$ cat src/rtl/pgb_pkg.sv
package pgb_pkg;

  typedef enum logic [1:0] {
    LEN_4    = 2'b00,
    LEN_8    = 2'b01,
    LEN_16   = 2'b10,
    LEN_CONT = 2'b11
  } len_code_e;

  typedef enum logic {
    ST_IDLE = 1'b0,
    ST_RUN  = 1'b1
  } seq_state_e;

  typedef struct packed {
    logic       wr;
    logic       sync;
    logic       long_adv;
    logic       cont;
    logic [4:0] total;
  } burst_cfg_t;

  // beat count for a length code; code 11 maps to 16 when not continuous
  function automatic logic [4:0] beat_total(input logic [1:0] code);
    case (len_code_e'(code))
      LEN_4:   beat_total = 5'd4;
      LEN_8:   beat_total = 5'd8;
      default: beat_total = 5'd16;
    endcase
  endfunction

endpackage

$ cat src/rtl/pgb_beat_timer.sv
module pgb_beat_timer #(
  parameter int FW = 4,
  parameter int WW = 3
) (
  input  logic          clk,
  input  logic          rst_n,
  input  logic          launch,
  input  logic          run,
  input  logic [FW-1:0] first_len,
  input  logic [WW-1:0] wait_st,
  input  logic          cont,
  input  logic [4:0]    total,
  input  logic          stop,
  output logic          beat_done,
  output logic          last_beat
);

  localparam int CW = ((FW > WW + 1) ? FW : WW + 1) + 1;

  logic [CW-1:0] cnt_q, cnt_d;
  logic [CW-1:0] first_load, next_load;
  logic [4:0]    idx_q, idx_d;
  logic          stop_q, stop_d;
  logic          upd;

  always_comb begin
    first_load = (first_len == '0) ? CW'(1) : (CW'({first_len, 1'b0}) - CW'(1));
    next_load  = CW'({wait_st, 1'b0}) + CW'(1);
  end

  assign beat_done = run && (cnt_q == '0);
  assign last_beat = cont ? stop_q : (idx_q == (total - 5'd1));

  always_comb begin
    upd    = launch | run;
    cnt_d  = cnt_q;
    idx_d  = idx_q;
    stop_d = stop_q;
    if (launch) begin
      cnt_d  = first_load;
      idx_d  = '0;
      stop_d = 1'b0;
    end else if (run) begin
      stop_d = stop_q | stop;
      if (beat_done) begin
        cnt_d = next_load;
        idx_d = idx_q + 5'd1;
      end else begin
        cnt_d = cnt_q - CW'(1);
      end
    end
  end

  always_ff @(posedge clk or negedge rst_n) begin
    if (!rst_n) begin
      cnt_q  <= '0;
      idx_q  <= '0;
      stop_q <= 1'b0;
    end else if (upd) begin
      cnt_q  <= cnt_d;
      idx_q  <= idx_d;
      stop_q <= stop_d;
    end
  end

  AST_BEAT_GAP: assert property (@(posedge clk) disable iff (!rst_n)
    beat_done |=> !beat_done);

endmodule

$ cat src/rtl/pgb_strobe_gen.sv
module pgb_strobe_gen #(
  parameter int DW = 4
) (
  input  logic          clk,
  input  logic          rst_n,
  input  logic          launch,
  input  logic          run,
  input  logic          wr,
  input  logic          sync,
  input  logic          long_adv,
  input  logic [DW-1:0] oe_dly,
  output logic          adv_n,
  output logic          rd_n,
  output logic          we_n,
  output logic          bclk
);

  localparam int TW = DW + 2;

  logic [TW-1:0] tcnt_q, tcnt_d;
  logic          ph_q, ph_d;
  logic [TW-1:0] adv_len, rd_at, we_at;
  logic          upd;

  always_comb begin
    upd    = launch | run;
    tcnt_d = tcnt_q;
    ph_d   = ph_q;
    if (launch) begin
      tcnt_d = '0;
      ph_d   = 1'b0;
    end else if (run) begin
      ph_d = ~ph_q;
      if (tcnt_q != '1) tcnt_d = tcnt_q + TW'(1);
    end
  end

  always_ff @(posedge clk or negedge rst_n) begin
    if (!rst_n) begin
      tcnt_q <= '0;
      ph_q   <= 1'b0;
    end else if (upd) begin
      tcnt_q <= tcnt_d;
      ph_q   <= ph_d;
    end
  end

  always_comb begin
    if (sync) adv_len = long_adv ? TW'(3) : TW'(2);
    else      adv_len = long_adv ? TW'(4) : TW'(2);
    rd_at = TW'({oe_dly, 1'b0});
    we_at = sync ? '0 : TW'({oe_dly, 1'b1});
  end

  assign adv_n = ~(run && (tcnt_q < adv_len));
  assign rd_n  = ~(run && !wr && (tcnt_q >= rd_at));
  assign we_n  = ~(run && wr && (tcnt_q >= we_at));
  assign bclk  = run && sync && ph_q;

  AST_RD_WE_EXCL: assert property (@(posedge clk) disable iff (!rst_n)
    !rd_n |-> we_n);

  AST_SYNC_ADV_AT_EDGE: assert property (@(posedge clk) disable iff (!rst_n)
    (run && sync && tcnt_q == TW'(1)) |-> (!adv_n && bclk));

endmodule

$ cat src/rtl/pgb_sequencer.sv
module pgb_sequencer
  import pgb_pkg::*;
#(
  parameter int FW = 4,
  parameter int DW = 4,
  parameter int WW = 3
) (
  input  logic          clk,
  input  logic          rst_n,
  input  logic          start,
  input  logic          write,
  input  logic [1:0]    len_code,
  input  logic          sync_mode,
  input  logic          long_latch,
  input  logic [WW-1:0] burst_wait,
  input  logic [DW-1:0] oe_delay,
  input  logic [FW-1:0] first_len,
  input  logic          stop,
  output logic          cs_n,
  output logic          rd_n,
  output logic          we_n,
  output logic          adv_n,
  output logic          bclk,
  output logic          beat_valid
);

  seq_state_e    state_q, state_d;
  burst_cfg_t    cfg_q, cfg_d;
  logic [DW-1:0] oe_q;
  logic [WW-1:0] wait_q;
  logic          launch, run, beat_done, last_beat;

  assign run    = (state_q == ST_RUN);
  assign launch = (state_q == ST_IDLE) && start;

  always_comb begin
    cfg_d.wr       = write;
    cfg_d.sync     = sync_mode;
    cfg_d.long_adv = long_latch;
    cfg_d.cont     = sync_mode && (len_code == LEN_CONT);
    cfg_d.total    = beat_total(len_code);
  end

  always_comb begin
    state_d = state_q;
    case (state_q)
      ST_IDLE: if (start) state_d = ST_RUN;
      ST_RUN:  if (beat_done && last_beat) state_d = ST_IDLE;
      default: state_d = ST_IDLE;
    endcase
  end

  always_ff @(posedge clk or negedge rst_n) begin
    if (!rst_n) state_q <= ST_IDLE;
    else        state_q <= state_d;
  end

  always_ff @(posedge clk or negedge rst_n) begin
    if (!rst_n) begin
      cfg_q  <= '0;
      oe_q   <= '0;
      wait_q <= '0;
    end else if (launch) begin
      cfg_q  <= cfg_d;
      oe_q   <= oe_delay;
      wait_q <= burst_wait;
    end
  end

  pgb_beat_timer #(.FW(FW), .WW(WW)) u_timer (
    .clk       (clk),
    .rst_n     (rst_n),
    .launch    (launch),
    .run       (run),
    .first_len (first_len),
    .wait_st   (wait_q),
    .cont      (cfg_q.cont),
    .total     (cfg_q.total),
    .stop      (stop),
    .beat_done (beat_done),
    .last_beat (last_beat)
  );

  pgb_strobe_gen #(.DW(DW)) u_strobe (
    .clk      (clk),
    .rst_n    (rst_n),
    .launch   (launch),
    .run      (run),
    .wr       (cfg_q.wr),
    .sync     (cfg_q.sync),
    .long_adv (cfg_q.long_adv),
    .oe_dly   (oe_q),
    .adv_n    (adv_n),
    .rd_n     (rd_n),
    .we_n     (we_n),
    .bclk     (bclk)
  );

  assign cs_n       = ~run;
  assign beat_valid = beat_done;

  AST_CS_HOLD: assert property (@(posedge clk) disable iff (!rst_n)
    (!cs_n && !(beat_valid && last_beat)) |=> !cs_n);

  AST_END_RELEASE: assert property (@(posedge clk) disable iff (!rst_n)
    (beat_valid && last_beat) |=> (cs_n && rd_n && we_n && adv_n));

  AST_BCLK_QUIET: assert property (@(posedge clk) disable iff (!rst_n)
    (cs_n || !cfg_q.sync) |-> !bclk);

endmodule

$ cat config.mk
export PLATFORM = sky130hd
export DESIGN_NAME = pgb_sequencer
export DESIGN_NICKNAME = d
export VERILOG_FILES = /design/src/rtl/pgb_pkg.sv /design/src/rtl/pgb_beat_timer.sv /design/src/rtl/pgb_strobe_gen.sv /design/src/rtl/pgb_sequencer.sv
export SDC_FILE = /design/constraint.sdc
export NUM_CORES = 1
export LEC_CHECK = 0
export BUFFER_PORTS_ARGS = -buffer_cell sky130_fd_sc_hd__buf_2
export CAP_MARGIN = 10
export CORE_UTILIZATION = 45
export CTS_BUF_LIST = sky130_fd_sc_hd__clkbuf_8 sky130_fd_sc_hd__clkbuf_16
export DETAILED_ROUTE_END_ITERATION = 12
export SYNTH_ARGS = -nofsm -noshare
export SYNTH_HDL_FRONTEND = slang
export SYNTH_SLANG_ARGS = --single-unit
$ cat constraint.sdc
create_clock -name clk -period 4 [get_ports clk]
set_input_delay 0.4 -clock clk [delete_from_list [all_inputs] [get_ports clk]]
set_output_delay 0.4 -clock clk [all_outputs]
set_load 0.05 [all_outputs]
==> flow_summary.ini, run 1 <==
[floorplan]
die_height_um = 67.2
chipWidth_um = 67.2
initial_core_util_pct = 47.2
io_pins = 26
core_area_mm2 = 0.00406
die-area_mm2 = 0.00452
row_count = 23

[synth]
synth_area_mm2 = 0.00192
synthTopCellsByArea = dfrtp_1 43%, ha_1 9.8%, nand2_1 8.6%
synthArstFlopShare_pct = 100
synth-warning-count = 0
post-synth-top-area-fraction_pct = 43.1
synth_area_leader_cell = dfrtp_1
synth_enable_flop_cells = 0
synth_ff_type = dfrtp_1
syn_area_per_cell_um2 = 8.91
ys_ff_latch = 33
synthCells = 215
yosysSeqAreaShare_pct = 43.1
netlist-cell-type-count = 39
syn_nets = 250

[critical_path]
cpPeakStageDelay_ps = 730
crit_required_ps = 3600
start_kind = register
crit_type = register to primary output
rr_startpoint = run
cp_slowest_cell = dfrtp_1
worstPathCellList = inv_2 -> or3_1 -> a21o_1 -> buf_2
worstPathArrival_ps = 1970
cp_max_fo = 18
endpoint_kind = primary output
critPathLaunch = run

[power_and_ir_drop]
peakVddDrop_mv = 0.299
p_per_area_mw_per_mm2 = 803
p_leak_nw = 1.05
finalPower_mw = 1.74

[run_status]
status = finished, final reports clean

[cts]
cts_buffers = 5
clock_path_buffers = 2
cts_tree = built
cts_resized = 0
hold_buffers = 0
cts_setup_buffers = 0
cts.sinks = 33
worstSkewPairLatency_ps = 290
root_buffer = clkbuf_8
clk_pin_slew_worst_paths_ps = 70
htreeDepth = 2

[layout]
fillerInstances = 405
drive_gt1_share_pct = 16.0
post-route-util_pct = 53.5
antenna_cells = 0
nets = 278
area_delta_synth_final_pct = 13.4

[sta]
layout_min_cycle_time_ps = 2370
skew_ps = 8.84
worst_pin_slew_ps = 758
final-setup-viol-count = 0
hold_violations = 0
fin_tns_setup_ps = 0
fmax_mhz = 421
maxSlewViolCount = 0
whs_ps = 174
rsz0062_at_grt = false
slew_headroom_pct = 49.5
finalCritPeriodShare_pct = 59.3

[route]
route.final.wire_length_um = 3940
wl_per_cell_um = 13.4
drtIter0Drc = 94
drc = 0
drtPass1Iterations = 4
num_vias = 1593
vias_per_cell = 5.42
ant_nets = 0

[placement]
dp_hpwl_um = 2840
gp_congestion = 0.799
io_buffers = 25

[run]
drv_cap = 0

[worst_hold_path]
hold_class = primary input to asynchronous set/reset pin

[global_route]
grt_pass1_wl_um = 6700
antenna_found_initial = 0
grt_pass1_vias = 1440
gr-total-overflow = 0
grt_max_degree = 34
grt_util_all_layers_pct = 20.5
per-stage QoR:
step / instances / setup slack (ps) / area [µm²]
floorplan: 215 / 2000 / 1920
global placement: 286 / 1970 / 2090
detailed placement: 286 / 1950 / 2090
CTS: 294 / 1620 / 2170
global route: 294 / 1510 / 2170
finish: 294 / 1630 / 2170
synthesized netlist by cell type, drive strengths merged, types with 3 or more instances:
library cell / instances
xnor2: 3
a21oi: 6
or3: 3
nand4: 4
o311ai: 3
nor2: 8
xor2: 5
inv: 18
nor3: 10
nand2: 45
dfrtp: 33
o21ai: 22
clkbuf: 3
ha: 15
nand3: 11
power by group:
part           switching [mW]  internal, mW
clock network           0.124         0.118
logic                   0.469         0.359
registers               0.178         0.495
total                   0.771         0.972
path summary, 6_finish.rpt:
path | slack [ps] | depth (start not counted) | to
worst max-delay path | 1630 | 4 | rd_n
worst min-delay path | 170 | 1 | u_timer.cnt_q[4]
worst max register to register | 1990 | 4 | u_timer.cnt_q[2]
worst min register to register | 480 | 2 | wait_q[2]
max in group asynchronous | 3340 | 1 | cfg_q[3]
min in group clk | 300 | 3 | wait_q[0]
kinds of logic (layout without fill, tap and decap cells):
group	count (synthesis)	in the layout	synth area share [%]
xor+xnor	8	8	3.66
simple gates	90	90	22.8
buf+inv	23	52	4.64
fa+ha+maj	15	15	9.80
mux	2	2	1.96
flops	33	33	43.1
compound gates	44	44	14.0
cells in the final DEF (no fill, tap or decap), types with 2 or more instances in the layout:
cell,synthesis,layout
nor3_1,10,10
o21ai_1,3,3
clkinv_2,0,2
ha_1,15,15
nand3_1,11,11
xor2_1,5,5
o311ai_0,3,3
inv_2,2,2
xnor2_1,3,3
a31oi_1,2,2
a21oi_1,6,6
buf_2,2,25
clkbuf_8,0,5
nand4_1,4,4
inv_1,16,17
or3_1,3,3
nand2b_1,2,2
a21o_1,2,2
dfrtp_1,33,33
o21ai_0,19,19
nand2_1,44,44
nor2_1,8,8
and3_1,2,2
cell type report:
cell class	instances	area, µm²	area share (%)
clock inverters	3	13.8	0.634
multi-input cells	159	1000	46.1
well taps	50	62.6	2.88
repair buffers	26	133	6.11
flip-flops and latches	33	826	38.0
inverters	18	67.6	3.11
clock buffers	5	68.8	3.17
flip-flops by register name (all words and copies together) (netlist names):
| name | count |
|---|---|
| u_timer.idx_q | 5 |
| u_timer.stop_q | 1 |
| u_timer.cnt_q | 5 |
| run | 1 |
| u_strobe.ph_q | 1 |
| oe_q | 4 |
| wait_q | 3 |
| u_strobe.tcnt_q | 6 |
| cfg_q | 7 |
worst max-delay path: cells and delay by family, from the launching register on:
family / cells / cell delay (ps)
and+or+nand+nor: 1 / 410
AOI/OAI and AO/OA: 1 / 150
DFF: 1 / 730
buffers and inverters: 2 / 390
routing by layer:
metal  wire [µm]  track usage, %
met5           0               0
met1        2040            28.6
met2        1680            30.3
met3         161            5.57
met4          59            7.18
Power figures use the tool's default switching activity.
==> run 2: changes to the inputs <==
ABC_AREA = 1   (was default)
PLACE_DENSITY = 0.67   (was default)
clock period = 2.1 ns   (was 4 ns; I/O delays follow)
==> run 2 against run 1 <==
  * The flow now finishes with violations (negative hold slack)
  * Power increased by 91%
  * Sequential share of layout area decreased by 1.7 points
  * Worst hold slack got worse by 190 ps
  * Register-to-register slack got worse by 1300 ps
  * Clock skew decreased by 3.5 ps
  * Via count increased by 7.0%
  * Combinational power increased by 99%
  * Area after synthesis increased by 4.2%
  * Core utilization increased by 1.7 points
  * Cell count increased by 15%
  * Largest cell class unchanged
==> flow_summary.ini, run 2 <==
[run_status]
status = finished with violations
violations = negative hold slack

[sta]
rsz0062_at_grt = false
finalCritPeriodShare_pct = 94.3
layout_min_cycle_time_ps = 1980
worst_pin_slew_ps = 734
fmax_mhz = 505
whs_ps = -12.7
hold_violations = 28
fin_tns_setup_ps = 0
maxSlewViolCount = 0
final-setup-viol-count = 0
skew_ps = 5.34
slew_headroom_pct = 51.1
layout_setup_ws_ps = 119

[route]
drc = 0
vias_per_cell = 5.03
drtPass1Iterations = 4
wl_per_cell_um = 11.8
ant_nets = 0
num_vias = 1705
drtIter0Drc = 91
route.final.wire_length_um = 3990

[critical_path]
endpoint_kind = primary output
crit_required_ps = 1890
worstPathArrival_ps = 1770
cp_max_fo = 5
crit_type = register to primary output
start_kind = register

[synth]
yosysSeqAreaShare_pct = 41.4
yosysMostFrequentCell = nand2_1
syn_nets = 293
netlist-cell-type-count = 29
synth_ff_type = dfrtp_1
synthArstFlopShare_pct = 100
synthTopCellsByArea = dfrtp_1 41%, nand2_1 15%, ha_1 9.4%
ys_top_cells_by_count = 78 x nand2_1, 33 x dfrtp_1, 31 x inv_1
synth-warning-count = 0
synth_area_mm2 = 0.00200
synth_enable_flop_cells = 0
post-synth-top-area-fraction_pct = 41.4
synthCells = 258
syn_area_per_cell_um2 = 7.74
ys_ff_latch = 33
synth_area_leader_cell = dfrtp_1

[floorplan]
core_area_mm2 = 0.00412
die_height_um = 68.6
initial_core_util_pct = 48.5
die-area_mm2 = 0.00471
row_count = 23
io_pins = 26
chipWidth_um = 68.6

[cts]
worstSkewPairLatency_ps = 280
clk_pin_slew_worst_paths_ps = 70
cts_tree = built
htreeDepth = 2
cts_buffers = 5
root_buffer = clkbuf_8
cts.sinks = 33
clock_path_buffers = 2

[power_and_ir_drop]
peakVddDrop_mv = 0.606
p_leak_nw = 1.20
finalPower_mw = 3.33
p_per_area_mw_per_mm2 = 1470

[layout]
area_delta_synth_final_pct = 13.8
largest_registers = cfg_q x7, u_strobe.tcnt_q x6
regMostFlops = cfg_q
final_common_cell = nand2_1
nets = 323
antenna_cells = 0
stdcell_area_mm2 = 0.00227
largest_register_ffs = 7
drive_gt1_share_pct = 17.0
final_cell_mix = 78 x nand2_1, 34 x inv_1, 33 x dfrtp_1

[run]
drv_cap = 0

[placement]
place_ws_ps = 353
io_buffers = 25
placedInstanceArea_mm2 = 0.00217
gp_congestion = 0.836
dp_hpwl_um = 2970

[global_route]
grt_util_all_layers_pct = 19.4
gr-total-overflow = 0
grt_max_degree = 34
grt_pass1_vias = 1531
antenna_found_initial = 0
grt_pass1_wl_um = 6630

[worst_hold_path]
hold_class = primary input to asynchronous set/reset pin
run 2: cell types whose count changed after synthesis, moves of 4 or more:
cell | previous run | this run
inv_2 | 2 | 6
inv_1 | 16 | 31
o21ai_1 | 3 | 13
o21ai_0 | 19 | 11
nor2_1 | 8 | 17
nor3_1 | 10 | 1
nand2_1 | 44 | 78
run 2: cells by family after synthesis:
group | synth area share (%)
compound gates | 11.3
xor+xnor | 3.07
fa+ha+maj | 9.40
buf+inv | 8.53
flops | 41.4
simple gates | 26.3
run 2: per-stage QoR:
step	util (%)	std cells
5_1_grt	55.2	339
3_3_place_gp	52.8	330
4_1_cts	54.7	338
2_1_floorplan	-	258
3_5_place_dp	52.8	330
6_report	55.2	339
run 2: critical path, stage by stage (launching register included):
cell	delay, ps
dfrtp_1	460
ha_1	310
inv_1	40
nor2_1	140
nand2_1	70
o2111ai_1	170
nand2_1	90
buf_2	220
run 2: final cells by class:
type,instances,area [µm²]
repair buffers,28,154
fillers,402,1840
flip-flops and latches,33,826
clock buffers,5,68.8
multi-input cells,182,1000
well taps,50,62.6
clock inverters,3,11.3
inverters,38,146
run 2: metal layers:
| layer | global-route usage [%] | vias up | wire length [µm] |
|---|---|---|---|
| met5 | 0 | - | 0 |
| met2 | 33.6 | 26 | 1920 |
| li1 | - | 893 | - |
| met1 | 23.6 | 786 | 1960 |
| met4 | 5.21 | 0 | 0 |
| met3 | 5.10 | 0 | 116 |
run 2: worst paths after layout:
path,cells past startpoint,to,slack [ps],start
setup / recovery,7,rd_n,120,u_strobe.tcnt_q[4]
hold / removal,1,oe_q[1],-10,rst_n
setup reg to reg,9,u_strobe.tcnt_q[5],650,u_strobe.tcnt_q[1]
hold reg to reg,2,wait_q[0],470,wait_q[0]
max in group asynchronous,1,u_timer.cnt_q[1],1640,rst_n
min in group clk,3,wait_q[0],130,burst_wait[0]
run 2: power by group:
group          internal (mW)  switching, mW  leakage, nW
logic                  0.650           1.00        0.749
registers              0.935          0.303        0.398
clock network          0.221          0.219       0.0519
run 2: repair_timing:
item                       in CTS  in global routing
setup endpoints to repair       0                  2
setup buffers                   0                  1
hold buffers                    0                  0
resized for setup               0                  6
==> run 3: changes to the inputs <==
CELL_PAD_IN_SITES_DETAIL_PLACEMENT = 1   (was default)
CELL_PAD_IN_SITES_GLOBAL_PLACEMENT = 1   (was default)
CORE_UTILIZATION = 38   (was 45)
PLACE_DENSITY = default   (was 0.67)
PLACE_DENSITY_LB_ADDON = 0.1   (was default)
==> run 3 against run 2 <==
  * The run still ends with negative hold slack left
  * Clock power is 11% higher
  * Wire length is 20% higher
  * Critical endpoint is now beat_valid
  * Critical path depth is 2 lower
  * Sequential cell count stayed put
  * Largest cell class unchanged
==> flow_summary.ini, run 3 (synthesis gave the netlist of run 2 again) <==
[sta]
rsz0062_at_grt = false
slew_headroom_pct = 48.9
maxSlewViolCount = 0
skew_ps = 3.76
layout_setup_ws_ps = 135
whs_ps = -9.70
finalCritPeriodShare_pct = 93.6
hold_violations = 5
worst_pin_slew_ps = 767
final-setup-viol-count = 0
layout_min_cycle_time_ps = 1970
fin_tns_setup_ps = 0
fmax_mhz = 509

[floorplan]
io_pins = 26
die-area_mm2 = 0.00555
row_count = 26
chipWidth_um = 74.5
initial_core_util_pct = 39.3
core_area_mm2 = 0.00507
die_height_um = 74.5

[critical_path]
cp_num_buf_inv = 2
cp_max_fo = 8
crit_type = register to primary output
start_kind = register
path_delay_family = simple AND/OR/NAND/NOR gates
worstPathArrival_ps = 1760
cp_slowest_cell = dfrtp_1
crit_required_ps = 1890
cpPeakStageDelay_ps = 390
endpoint_kind = primary output
regToRegSetupSlack_ps = 540
worstPathCellList = inv_1 -> ha_1 -> nand4_1 -> nor2_4 -> buf_2

[run]
drv_cap = 0

[cts]
hold_buffers = 0
htreeDepth = 2
cts.sinks = 33
clk_pin_slew_worst_paths_ps = 70
cts_tree = built
cts_buffers = 5
clock_path_buffers = 2
root_buffer = clkbuf_8
worstSkewPairLatency_ps = 280

[power_and_ir_drop]
p_leak_nw = 1.20
peakVddDrop_mv = 0.561
p_per_area_mw_per_mm2 = 1500

[layout]
final_common_cell = nand2_1
stdcell_area_mm2 = 0.00231
area_delta_synth_final_pct = 15.9
fillerInstances = 644
regArea_um2 = 826
largest_register_ffs = 7
final_cell_mix = 78 x nand2_1, 33 x dfrtp_1, 32 x inv_1
multi_input_area_mm2 = 0.00101
nets = 323
antenna_cells = 0
largest_registers = cfg_q x7, u_strobe.tcnt_q x6
drive_gt1_share_pct = 17.7
regMostFlops = cfg_q

[run_status]
status = finished with violations
violations = negative hold slack

[route]
num_vias = 1732
drtIter0Drc = 32
vias_per_cell = 4.84
drc = 0
wl_per_cell_um = 13.4
drtPass1Iterations = 6
route.final.wire_length_um = 4790
ant_nets = 0

[placement]
placedInstanceArea_mm2 = 0.00219
place_ws_ps = 246
dp_hpwl_um = 3630
gp_congestion = 0.754
io_buffers = 25

[global_route]
antenna_found_initial = 0
grt_util_all_layers_pct = 20.0
grt_max_degree = 34
gr-total-overflow = 0
grt_pass1_wl_um = 8270
grt_pass1_vias = 1810

[worst_hold_path]
hold_class = primary input to asynchronous set/reset pin
## run 3: changes by cell type in the layout (fill, tap and decap cells not counted)
cell	change
ha_4	+1
clkinvlp_4	-1
ha_1	-1
inv_4	+1
clkbuf_8	+1
inv_1	-2
## run 3: path summary, 6_finish.rpt
| check | startpoint | end | cells past startpoint |
|---|---|---|---|
| setup / recovery | u_timer.cnt_q[0] | beat_valid | 5 |
| hold / removal | rst_n | u_strobe.tcnt_q[5] | 1 |
| setup reg to reg | u_strobe.tcnt_q[1] | u_strobe.tcnt_q[2] | 9 |
| hold reg to reg | u_strobe.ph_q | u_strobe.ph_q | 1 |
| max in group asynchronous | rst_n | u_timer.cnt_q[1] | 1 |
| min in group clk | burst_wait[0] | wait_q[0] | 3 |
## run 3: worst reg2reg max path, delay by kind of cell, from the launching register on
family	cells	cell delay, ps
AOI/OAI and AO/OA	1	80
adders and majority gates	1	250
buffers and inverters	1	80
DFF	1	480
and+or+nand+nor	6	600
## run 3: layout make-up
type,count,area share (%)
multi-input cells,182,43.9
well taps,70,3.79
flip-flops and latches,33,35.7
inverters,38,6.27
repair buffers,28,6.65
clock buffers,6,3.57
clock inverters,1,0.162
## run 3: metal layers
layer / part of all wire (%) / wire [µm] / global-route usage [%] / vias up
met4: 1.4 / 65 / 6.29 / 0
met5: 0 / 0 / 0 / -
li1: - / - / - / 883
met2: 48 / 2320 / 35.0 / 24
met3: 2.7 / 130 / 4.47 / 5
met1: 48 / 2280 / 24.4 / 820
## run 3: power by group
part / switching, mW / leakage, nW / internal [mW] / total, mW
clock network: 0.232 / 0.0485 / 0.255 / 0.487
registers: 0.313 / 0.398 / 0.934 / 1.25
logic: 1.07 / 0.754 / 0.671 / 1.74
## run 3: timing repair
action | 4_1_cts | 5_1_grt
cloned | 0 | 0
setup buffers | 0 | 2
resized for setup | 1 | 7
endpoints found under the hold margin | 0 | 0
pin swaps | 0 | 3
setup endpoints to repair | 1 | 1
## run 3: metrics by stage
step	utilization (%)	total power [mW]	hold WS [ps]	instances
final	45.6	3.47	-9.70	358
after global routing	45.6	3.86	46.2	358
after CTS	44.8	3.44	22.5	356
after detailed placement	43.1	2.94	337	349
after global placement	43.1	2.87	342	349
after floorplan	-	2.47	-85.6	258
